## config.mk

```make
export PLATFORM = sky130hd
export DESIGN_NAME = ptr_indirect_unit
export DESIGN_NICKNAME = d
export VERILOG_FILES = /design/src/rtl/ptr_pkg.sv /design/src/rtl/ptr_slot_dec.sv /design/src/rtl/ptr_ea_calc.sv /design/src/rtl/ptr_bank.sv /design/src/rtl/ptr_indirect_unit.sv
export SDC_FILE = /design/constraint.sdc
export NUM_CORES = 1
export LEC_CHECK = 0
export BUFFER_PORTS_ARGS = -buffer_cell sky130_fd_sc_hd__buf_2
export CAP_MARGIN = 20
export CORE_MARGIN = 2
export CORE_UTILIZATION = 45
export CTS_CLUSTER_SIZE = 16
export DETAILED_ROUTE_END_ITERATION = 10
export HOLD_SLACK_MARGIN = 0.02
export PLACE_DENSITY_LB_ADDON = 0.1
export REMOVE_ABC_BUFFERS = 1
export SLEW_MARGIN = 20
export SYNTH_ARGS = -nofsm -noshare
export SYNTH_HDL_FRONTEND = slang
export SYNTH_SLANG_ARGS = --single-unit
```

## constraint.sdc

```tcl
create_clock -name clk_i -period 4.93 [get_ports clk_i]
set_input_delay 0.2465 -clock clk_i [delete_from_list [all_inputs] [get_ports clk_i]]
set_output_delay 0.2465 -clock clk_i [all_outputs]
set_load 0.02 [all_outputs]
```

## src/rtl/ptr_pkg.sv

```systemverilog
package ptr_pkg;
  typedef enum logic [2:0] {
    SLOT_IND   = 3'd0,
    SLOT_PDEC  = 3'd1,
    SLOT_PINC  = 3'd2,
    SLOT_PREI  = 3'd3,
    SLOT_PLUSW = 3'd4,
    SLOT_LO    = 3'd5,
    SLOT_HI    = 3'd6,
    SLOT_NONE  = 3'd7
  } slot_e;

  function automatic logic is_virt(slot_e k);
    return (k == SLOT_IND) || (k == SLOT_PDEC) || (k == SLOT_PINC) ||
           (k == SLOT_PREI) || (k == SLOT_PLUSW);
  endfunction

  function automatic logic is_byte(slot_e k);
    return (k == SLOT_LO) || (k == SLOT_HI);
  endfunction
endpackage

```

## src/rtl/ptr_slot_dec.sv

```systemverilog
module ptr_slot_dec #(
  parameter int unsigned NUM_PTR = 3,
  parameter logic [7:0]  BASE    = 8'hE0,
  parameter int unsigned IW      = (NUM_PTR > 1) ? $clog2(NUM_PTR) : 1
) (
  input  logic [7:0]      addr_i,
  input  logic            page_i,
  output logic            hit_o,
  output logic [IW-1:0]   idx_o,
  output ptr_pkg::slot_e  kind_o
);
  localparam int unsigned SPAN = 8 * NUM_PTR;

  logic [7:0] off;
  assign off    = addr_i - BASE;
  assign hit_o  = page_i && (32'(off) < SPAN);
  assign idx_o  = IW'(off[7:3]);
  assign kind_o = ptr_pkg::slot_e'(off[2:0]);
endmodule

```

## src/rtl/ptr_ea_calc.sv

```systemverilog
module ptr_ea_calc #(
  parameter int unsigned PA_W = 12
) (
  input  logic [PA_W-1:0] ptr_i,
  input  ptr_pkg::slot_e  kind_i,
  input  logic [7:0]      w_i,
  output logic [PA_W-1:0] ea_o,
  output logic [PA_W-1:0] next_o,
  output logic            upd_o
);
  import ptr_pkg::*;

  logic [PA_W-1:0] inc, dec, sx;
  assign inc = ptr_i + PA_W'(1);
  assign dec = ptr_i - PA_W'(1);
  assign sx  = {{(PA_W-8){w_i[7]}}, w_i};

  always_comb begin
    ea_o   = ptr_i;
    next_o = ptr_i;
    upd_o  = 1'b0;
    unique case (kind_i)
      SLOT_PDEC:  begin next_o = dec; upd_o = 1'b1; end
      SLOT_PINC:  begin next_o = inc; upd_o = 1'b1; end
      SLOT_PREI:  begin ea_o = inc; next_o = inc; upd_o = 1'b1; end
      SLOT_PLUSW: ea_o = ptr_i + sx;
      default:    ;
    endcase
  end
endmodule

```

## src/rtl/ptr_bank.sv

```systemverilog
module ptr_bank #(
  parameter int unsigned NUM_PTR = 3,
  parameter int unsigned PA_W    = 12,
  parameter int unsigned IW      = (NUM_PTR > 1) ? $clog2(NUM_PTR) : 1
) (
  input  logic                          clk_i,
  input  logic                          rst_ni,
  input  logic                          upd_en_i,
  input  logic [IW-1:0]                 upd_idx_i,
  input  logic [PA_W-1:0]               upd_val_i,
  input  logic                          bw_en_i,
  input  logic [IW-1:0]                 bw_idx_i,
  input  logic                          bw_hi_i,
  input  logic [7:0]                    bw_val_i,
  output logic [NUM_PTR-1:0][PA_W-1:0]  ptr_o
);
  localparam int unsigned HW = PA_W - 8;

  for (genvar g = 0; g < NUM_PTR; g++) begin : g_ptr
    logic [PA_W-1:0] q;
    always_ff @(posedge clk_i or negedge rst_ni) begin
      if (!rst_ni) begin
        q <= '0;
      end else begin
        if (upd_en_i && upd_idx_i == IW'(g)) q <= upd_val_i;
        // byte store wins over auto-modify
        if (bw_en_i && bw_idx_i == IW'(g)) begin
          if (bw_hi_i) q[PA_W-1:8] <= bw_val_i[HW-1:0];
          else         q[7:0]      <= bw_val_i;
        end
      end
    end
    assign ptr_o[g] = q;
  end
endmodule

```

## src/rtl/ptr_indirect_unit.sv

```systemverilog
module ptr_indirect_unit #(
  parameter int unsigned NUM_PTR = 3,
  parameter logic [7:0]  BASE    = 8'hE0,
  parameter int unsigned PA_W    = 12
) (
  input  logic            clk_i,
  input  logic            rst_ni,
  input  logic [7:0]      reg_addr_i,
  input  logic            reg_re_i,
  input  logic            reg_we_i,
  input  logic [7:0]      reg_wdata_i,
  input  logic [7:0]      w_i,
  output logic [7:0]      reg_rdata_o,
  output logic [PA_W-1:0] mem_addr_o,
  output logic            mem_re_o,
  output logic            mem_we_o,
  output logic [7:0]      mem_wdata_o,
  input  logic [7:0]      mem_rdata_i
);
  import ptr_pkg::*;

  localparam int unsigned IW = (NUM_PTR > 1) ? $clog2(NUM_PTR) : 1;
  localparam int unsigned HW = PA_W - 8;

  logic [NUM_PTR-1:0][PA_W-1:0] ptr_q;

  logic          c_hit, t_hit;
  logic [IW-1:0] c_idx, t_idx;
  slot_e         c_kind, t_kind;

  logic [PA_W-1:0] sel_ptr, ea, nxt;
  logic            ea_upd;
  logic            virt, d_byte, t_byte;
  logic            bw_en, bw_hi, upd_en;
  logic [IW-1:0]   bw_idx;

  function automatic logic [7:0] byte_of(logic [PA_W-1:0] p, logic hi);
    return hi ? {{(8-HW){1'b0}}, p[PA_W-1:8]} : p[7:0];
  endfunction

  ptr_slot_dec #(.NUM_PTR(NUM_PTR), .BASE(BASE), .IW(IW)) u_core_dec (
    .addr_i (reg_addr_i),
    .page_i (1'b1),
    .hit_o  (c_hit),
    .idx_o  (c_idx),
    .kind_o (c_kind)
  );

  assign sel_ptr = ptr_q[c_idx];
  assign virt    = (reg_re_i || reg_we_i) && c_hit && is_virt(c_kind);
  assign d_byte  = c_hit && is_byte(c_kind);

  ptr_ea_calc #(.PA_W(PA_W)) u_ea (
    .ptr_i  (sel_ptr),
    .kind_i (c_kind),
    .w_i    (w_i),
    .ea_o   (ea),
    .next_o (nxt),
    .upd_o  (ea_upd)
  );

  ptr_slot_dec #(.NUM_PTR(NUM_PTR), .BASE(BASE), .IW(IW)) u_tgt_dec (
    .addr_i (ea[7:0]),
    .page_i (&ea[PA_W-1:8]),
    .hit_o  (t_hit),
    .idx_o  (t_idx),
    .kind_o (t_kind)
  );

  assign t_byte = virt && t_hit && is_byte(t_kind);

  assign bw_en  = reg_we_i && (d_byte || t_byte);
  assign bw_idx = d_byte ? c_idx : t_idx;
  assign bw_hi  = d_byte ? (c_kind == SLOT_HI) : (t_kind == SLOT_HI);
  assign upd_en = virt && ea_upd && !(reg_we_i && t_byte);

  ptr_bank #(.NUM_PTR(NUM_PTR), .PA_W(PA_W), .IW(IW)) u_bank (
    .clk_i     (clk_i),
    .rst_ni    (rst_ni),
    .upd_en_i  (upd_en),
    .upd_idx_i (c_idx),
    .upd_val_i (nxt),
    .bw_en_i   (bw_en),
    .bw_idx_i  (bw_idx),
    .bw_hi_i   (bw_hi),
    .bw_val_i  (reg_wdata_i),
    .ptr_o     (ptr_q)
  );

  assign mem_addr_o  = ea;
  assign mem_re_o    = virt && reg_re_i && !t_hit;
  assign mem_we_o    = virt && reg_we_i && !t_hit;
  assign mem_wdata_o = reg_wdata_i;

  always_comb begin
    reg_rdata_o = 8'h00;
    if (reg_re_i) begin
      if (d_byte)      reg_rdata_o = byte_of(sel_ptr, c_kind == SLOT_HI);
      else if (virt) begin
        if (!t_hit)      reg_rdata_o = mem_rdata_i;
        else if (t_byte) reg_rdata_o = byte_of(ptr_q[t_idx], t_kind == SLOT_HI);
      end
    end
  end
endmodule

```

==> impl_metrics.ini, run 1 <==
[setup_path]
path_class = register to register
crit_required_ns = 5.09
worstSetupEndpointType = register
arrival_ns = 4.81
rrSetupSlack_ns = 0.28
cp-start-kind = register
rr_worst_depth = 19
startpoint = u_bank.g_ptr[2].q[0]
r2r-end = u_bank.g_ptr[2].q[7]
cp_max_fo = 7
timing.rr.start = u_bank.g_ptr[2].q[0]
crit_end = u_bank.g_ptr[2].q[7]

[clocking]
cts_tree = yes
ctsLongestPathBuffers = 2
cts_htree_levels = 2
worstSkewPairLatency_ns = 0.29
numCtsBuffers = 5
cts_root_buffer = clkbuf_8
cts_sinks = 36
clk_pin_slew_ns = 0.08

[die]
ios = 66
fp.dieH_microns = 104
core_sq_um = 9770
fp.dieW_microns = 104
start_util_pct = 46.2
row_count = 36
dieArea_sq_um = 10900

[placement]
hpwl_microns = 11200
io_buffers = 65
placed_area_sq_um = 5120
dp_cells = 727
place_congestion = 0.910

[final_layout]
fin_cells = 734
n_antenna_cell = 0
area_growth_pct = 15.9
largest_reg_flops = 36
top_register = u_bank.g_ptr.q
fin_util_pct = 53.6
fin_nets = 653
reg.largest.list = u_bank.g_ptr.q: 36 flops
final_area_sq_um = 5240
drive_gt1_share_pct = 33.9

[synthesis]
synthesis.area_sq_um = 4520
synthCells = 518
synth-edff-count = 0
ys_warn_count = 0
synth_ff_type = dfrtp_1
synth_cell_types = 80
ys_seq_area_share_pct = 20.0
yosys_register_bits = 36
async_reset_ff_share_pct = 100
avgSynthCellArea_sq_um = 8.72

[sta]
finalCritPeriodShare_pct = 94.3
clock_skew_ns = 0.0155
worstMarginPinSlew_ns = 0.875
fmax_mhz = 215
rsz0062_at_grt = no
slew_viol_final = 0
max-slew-margin-rel_pct = 41.6
finalCriticalPeriod_ns = 4.65
finalSetupViolCount = 0
hold_viol_final = 0

[detailed_routing]
num_vias = 4397
totalWireLength_microns = 14100
drt_pass1_iterations = 6
drc = 0
wl_per_cell_microns = 19.2
drt.antenna.violating_nets = 0
drt-vias-per-instance = 5.99
dr.first_iter.drc_count = 503

[worst_hold_path]
hp-class = primary input to async pin

[grt]
grt_max_degree = 37
grt_use_total_pct = 26.2
antenna_found_initial = 0
grt_pass1_vias = 4064
grt_pass1_wl_microns = 22600
grt_overflow = 0

[pwr]
p_leak_nw = 2.39
pwr_density_cell_nw_per_um2 = 230
peakVddDrop_uv = 113

[outcome]
outcome = finished, final reports clean

[run]
max_cap_viol_count = 0
==> worst max-delay path, cell delays in order (launching register included) <==
cell and delay [ns]:
dfrtp_1 0.40, mux2i_1 0.17, a2bb2oi_2 0.19, inv_2 0.06
ha_1 0.22, fa_1 0.44, a211oi_2 0.24, o21ai_0 0.16
xnor2_1 0.16, nand2_1 0.07, o211ai_1 0.10, o21ai_0 0.15
ha_1 0.33, inv_1 0.07, o221ai_2 0.14, or4_4 0.62
o21ai_1 0.21, buf_4 0.21, mux2_2 0.34, mux2_2 0.26
==> power breakdown <==
group	leakage (nW)	total (mW)	switching, mW	internal [mW]
clock network	0.0410	0.202	0.106	0.0963
logic	1.87	0.624	0.357	0.267
registers	0.478	0.376	0.0389	0.337
==> synthesized netlist by cell type (3+ instances only) <==
library cell  number  area share (%)
a211oi_1           4            0.67
nand2_1           39             3.2
ha_1              15             4.2
o22ai_1            5            0.69
nand3_1           11             1.2
o21a_1            10             1.7
xnor2_1           17             3.3
buf_4              9             1.5
nor4_1             9             1.2
nand4_1            3            0.42
o2bb2ai_1          8             1.6
inv_2              6            0.50
a31oi_1            6            0.83
o211ai_1           6             1.0
mux2_4             5             1.7
a2bb2oi_2          4             1.3
nor3_1            11             1.2
nor3b_1            4            0.67
a21oi_1           17             1.9
and3_1             4            0.55
xor2_1             4            0.78
buf_6              5             1.2
nor2b_1            7            0.97
or2_2              4            0.55
a22oi_1            4            0.67
dfrtp_1           36              20
clkbuf_1           9            0.75
mux2i_1           54              12
a21o_1             7             1.2
o21ai_0           21             2.3
inv_1             19             1.6
buf_1              4            0.33
nand2b_1           3            0.42
nor2_1            48             4.0
mux2_2            44              11
==> cell families after synthesis <==
kind of cell / share of synthesized area [%]
XOR/XNOR: 4.07
AND/OR/NAND/NOR: 18.4
flip-flops: 20.0
buffers and inverters: 7.20
multiplexers: 24.6
AO/OA/AOI/OAI: 21.1
adder cells (fa/ha/maj): 4.60
==> layout make-up <==
type	instances	area (sq um)
fill	950	4540
multi-input combinational	423	3330
sequential	36	901
timing repair buffer	107	653
tap	133	166
inverter	28	108
clock buffer	6	72.6
clock inverter	1	5.00
==> through the flow <==
step	power (mW)	hold WS [ns]	setup TNS (ns)	worst slack, ns
after floorplan	0.779	-0.0491	-3.69	-0.297
after global placement	0.986	0.400	0	0.142
after detailed placement	0.992	0.402	0	0.0963
after CTS	1.20	0.0992	0	0.163
after global routing	1.28	0.130	0	0.00774
final	1.20	0.0712	0	0.283
==> placed cells by master (no fill, tap or decap), drive strengths merged, types with 11 or more instances in the layout <==
cell,n
ha,15
o21ai,23
nand2,40
xnor2,17
inv,25
mux2,49
buf,107
mux2i,54
nor3,12
nor2,50
dfrtp,36
o21a,11
nand3,12
a21oi,18
==> what timing repair did <==
item / in CTS / in global routing
setup buffers: 0 / 0
resized for setup: 0 / 6
setup endpoints to repair: 0 / 33
endpoints found under the hold margin: 0 / 0
hold buffers: 0 / 0
==> metal layers <==
metal,GRT usage (%),wire length (microns),vias to the layer above
met3,3.32,1040,14
met5,0,0,-
met2,42.1,6440,201
li1,-,-,2078
met4,5.79,232,0
met1,37.5,6390,2104
==> worst min path at each step <==
stage,start,endpoint,slack [ns],cells after the start
floorplan,rst_ni,u_bank.g_ptr[0].q[0],-0.05,0
global placement,rst_ni,u_bank.g_ptr[2].q[8],0.40,1
detailed placement,rst_ni,u_bank.g_ptr[2].q[8],0.40,1
CTS,rst_ni,u_bank.g_ptr[0].q[9],0.1,1
global route,rst_ni,u_bank.g_ptr[0].q[0],0.13,1
finish,rst_ni,u_bank.g_ptr[0].q[9],0.07,1
Power figures use the tool's default switching activity.
==> run 2: changes to the inputs <==
- BUFFER_PORTS_ARGS: -buffer_cell sky130_fd_sc_hd__buf_2 -> -buffer_cell sky130_fd_sc_hd__clkbuf_2
==> impl_metrics.ini, run 2 (synthesis gave the netlist of run 1 again) <==
[final_layout]
final_area_sq_um = 5240
reg.largest.list = u_bank.g_ptr.q: 36 flops
mostFrequentLayoutCells = clkbuf_2 (65), mux2i_1 (54), nor2_1 (47)
largest_reg_flops = 36
area_growth_pct = 16.1
n_antenna_cell = 0
fin_util_pct = 53.6
final_common_cell = clkbuf_2
fin_nets = 648
drive_gt1_share_pct = 33.7
fin_cells = 730
top_register = u_bank.g_ptr.q

[setup_path]
startpoint = u_bank.g_ptr[2].q[0]
crit_end = u_bank.g_ptr[2].q[0]
worstSetupEndpointType = register
cp.buffers_inverters = 3
slowest_delay_ns = 0.66
arrival_ns = 4.86
crit_required_ns = 5.11
crit_slowest_cell = or4_4
path_class = register to register
r2r-end = u_bank.g_ptr[2].q[0]
rr_worst_depth = 19
cp_max_fo = 7
path_cells = mux2i_1, a2bb2oi_2, inv_2, ha_1, fa_1, a211oi_2, o21ai_1, xnor2_1, nand2_1, o211ai_1, o21ai_0, ha_1, inv_1, o221ai_2, or4_4, o21ai_2, buf_4, mux2_2, mux2_2
cp-start-kind = register
crit_cells = 19
timing.rr.start = u_bank.g_ptr[2].q[0]
cp_top_family = compound AO/OA/AOI/OAI gates
rrSetupSlack_ns = 0.25

[worst_hold_path]
hp-class = primary input to async pin

[placement]
place_congestion = 0.910
dp_cells = 721
placed_area_sq_um = 5080
hpwl_microns = 11400
pre_cts_ws_ns = -0.0101
io_buffers = 65

[detailed_routing]
drt-vias-per-instance = 6.00
wl_met1_microns = 6440
wl_met2_microns = 6480
wl_per_cell_microns = 19.6
drc = 0
drt_pass1_iterations = 5
totalWireLength_microns = 14300
dr.first_iter.drc_count = 363
num_vias = 4381
dr_wl_met3_microns = 989
drt.antenna.violating_nets = 0
top_layer_used = met4

[sta]
hold_viol_final = 0
rsz0062_at_grt = no
worstMarginPinSlew_ns = 0.949
fmax_mhz = 214
worst_hold_slack_ns = 0.0861
finalSetupViolCount = 0
setup_tns_ns = 0
finalCritPeriodShare_pct = 95.0
setup_ws_ns = 0.249
slew_viol_final = 0
clock_skew_ns = 0.00924
finalCriticalPeriod_ns = 4.68
max-slew-margin-rel_pct = 36.7

[clocking]
ctsLongestPathBuffers = 2
numCtsBuffers = 5
clk_pin_slew_ns = 0.07
cts_sinks = 36
cts_root_buffer = clkbuf_8
ctsHoldBuffers = 0
cts_tree = yes
cts_htree_levels = 2
worstSkewPairLatency_ns = 0.29

[die]
ios = 66
core_sq_um = 9770
dieArea_sq_um = 10900
fp.dieW_microns = 104
row_count = 36
fp.dieH_microns = 104
start_util_pct = 46.2

[grt]
grt_pass1_vias = 4192
grt_overflow = 0
antenna_found_initial = 0
grt_max_degree = 37
grt_use_total_pct = 26.2
grt_pass1_wl_microns = 22600

[pwr]
pwr_density_cell_nw_per_um2 = 240
total_power_mw = 1.26
peakVddDrop_uv = 182
p_leak_nw = 2.38

[outcome]
outcome = finished, final reports clean

[run]
max_cap_viol_count = 0
run 2: worst min path at each step:
stage                       from                   end  slack [ns]  cells after the start
final                     rst_ni  u_bank.g_ptr[2].q[8]        0.09                      1
after global placement    rst_ni  u_bank.g_ptr[2].q[8]        0.43                      1
after CTS                 rst_ni  u_bank.g_ptr[0].q[9]        0.12                      1
after detailed placement  rst_ni  u_bank.g_ptr[0].q[8]        0.43                      1
after floorplan           rst_ni  u_bank.g_ptr[0].q[0]       -0.05                      0
after global routing      rst_ni  u_bank.g_ptr[0].q[1]        0.15                      1
run 2: area by class of cell:
type,count,area (sq um)
inverter,28,108
clock inverter,2,35.0
sequential,36,901
multi-input combinational,423,3330
tap,133,166
fill,962,4530
clock buffer,6,72.6
timing repair buffer,102,628
run 2: worst reg2reg max path, cell delays in order (launching register included):
cell       delay (ns)
dfrtp_1          0.40
mux2i_1          0.19
a2bb2oi_2        0.21
inv_2            0.06
ha_1             0.22
fa_1             0.44
a211oi_2         0.24
o21ai_1          0.15
xnor2_1          0.17
nand2_1          0.07
o211ai_1         0.10
o21ai_0          0.14
ha_1             0.31
inv_1            0.06
o221ai_2         0.14
or4_4            0.66
o21ai_2          0.20
buf_4            0.20
mux2_2           0.34
mux2_2           0.26
run 2: power by group:
group / internal (mW) / switching, mW / leakage [nW]
logic: 0.265 / 0.358 / 1.84
clock network: 0.150 / 0.112 / 0.0552
registers: 0.337 / 0.0396 / 0.478
total: 0.752 / 0.509 / 2.38
run 2: routing by layer:
| layer | vias to the layer above | global-route usage (%) |
|---|---|---|
| met3 | 26 | 4.51 |
| met5 | - | 0 |
| li1 | 2066 | - |
| met1 | 2103 | 36.8 |
| met2 | 186 | 40.7 |
| met4 | 0 | 8.98 |
run 2: repair_timing:
item	in CTS	in global routing
endpoints found under the hold margin	0	0
setup endpoints to repair	0	35
resized for setup	0	8
setup buffers	0	1
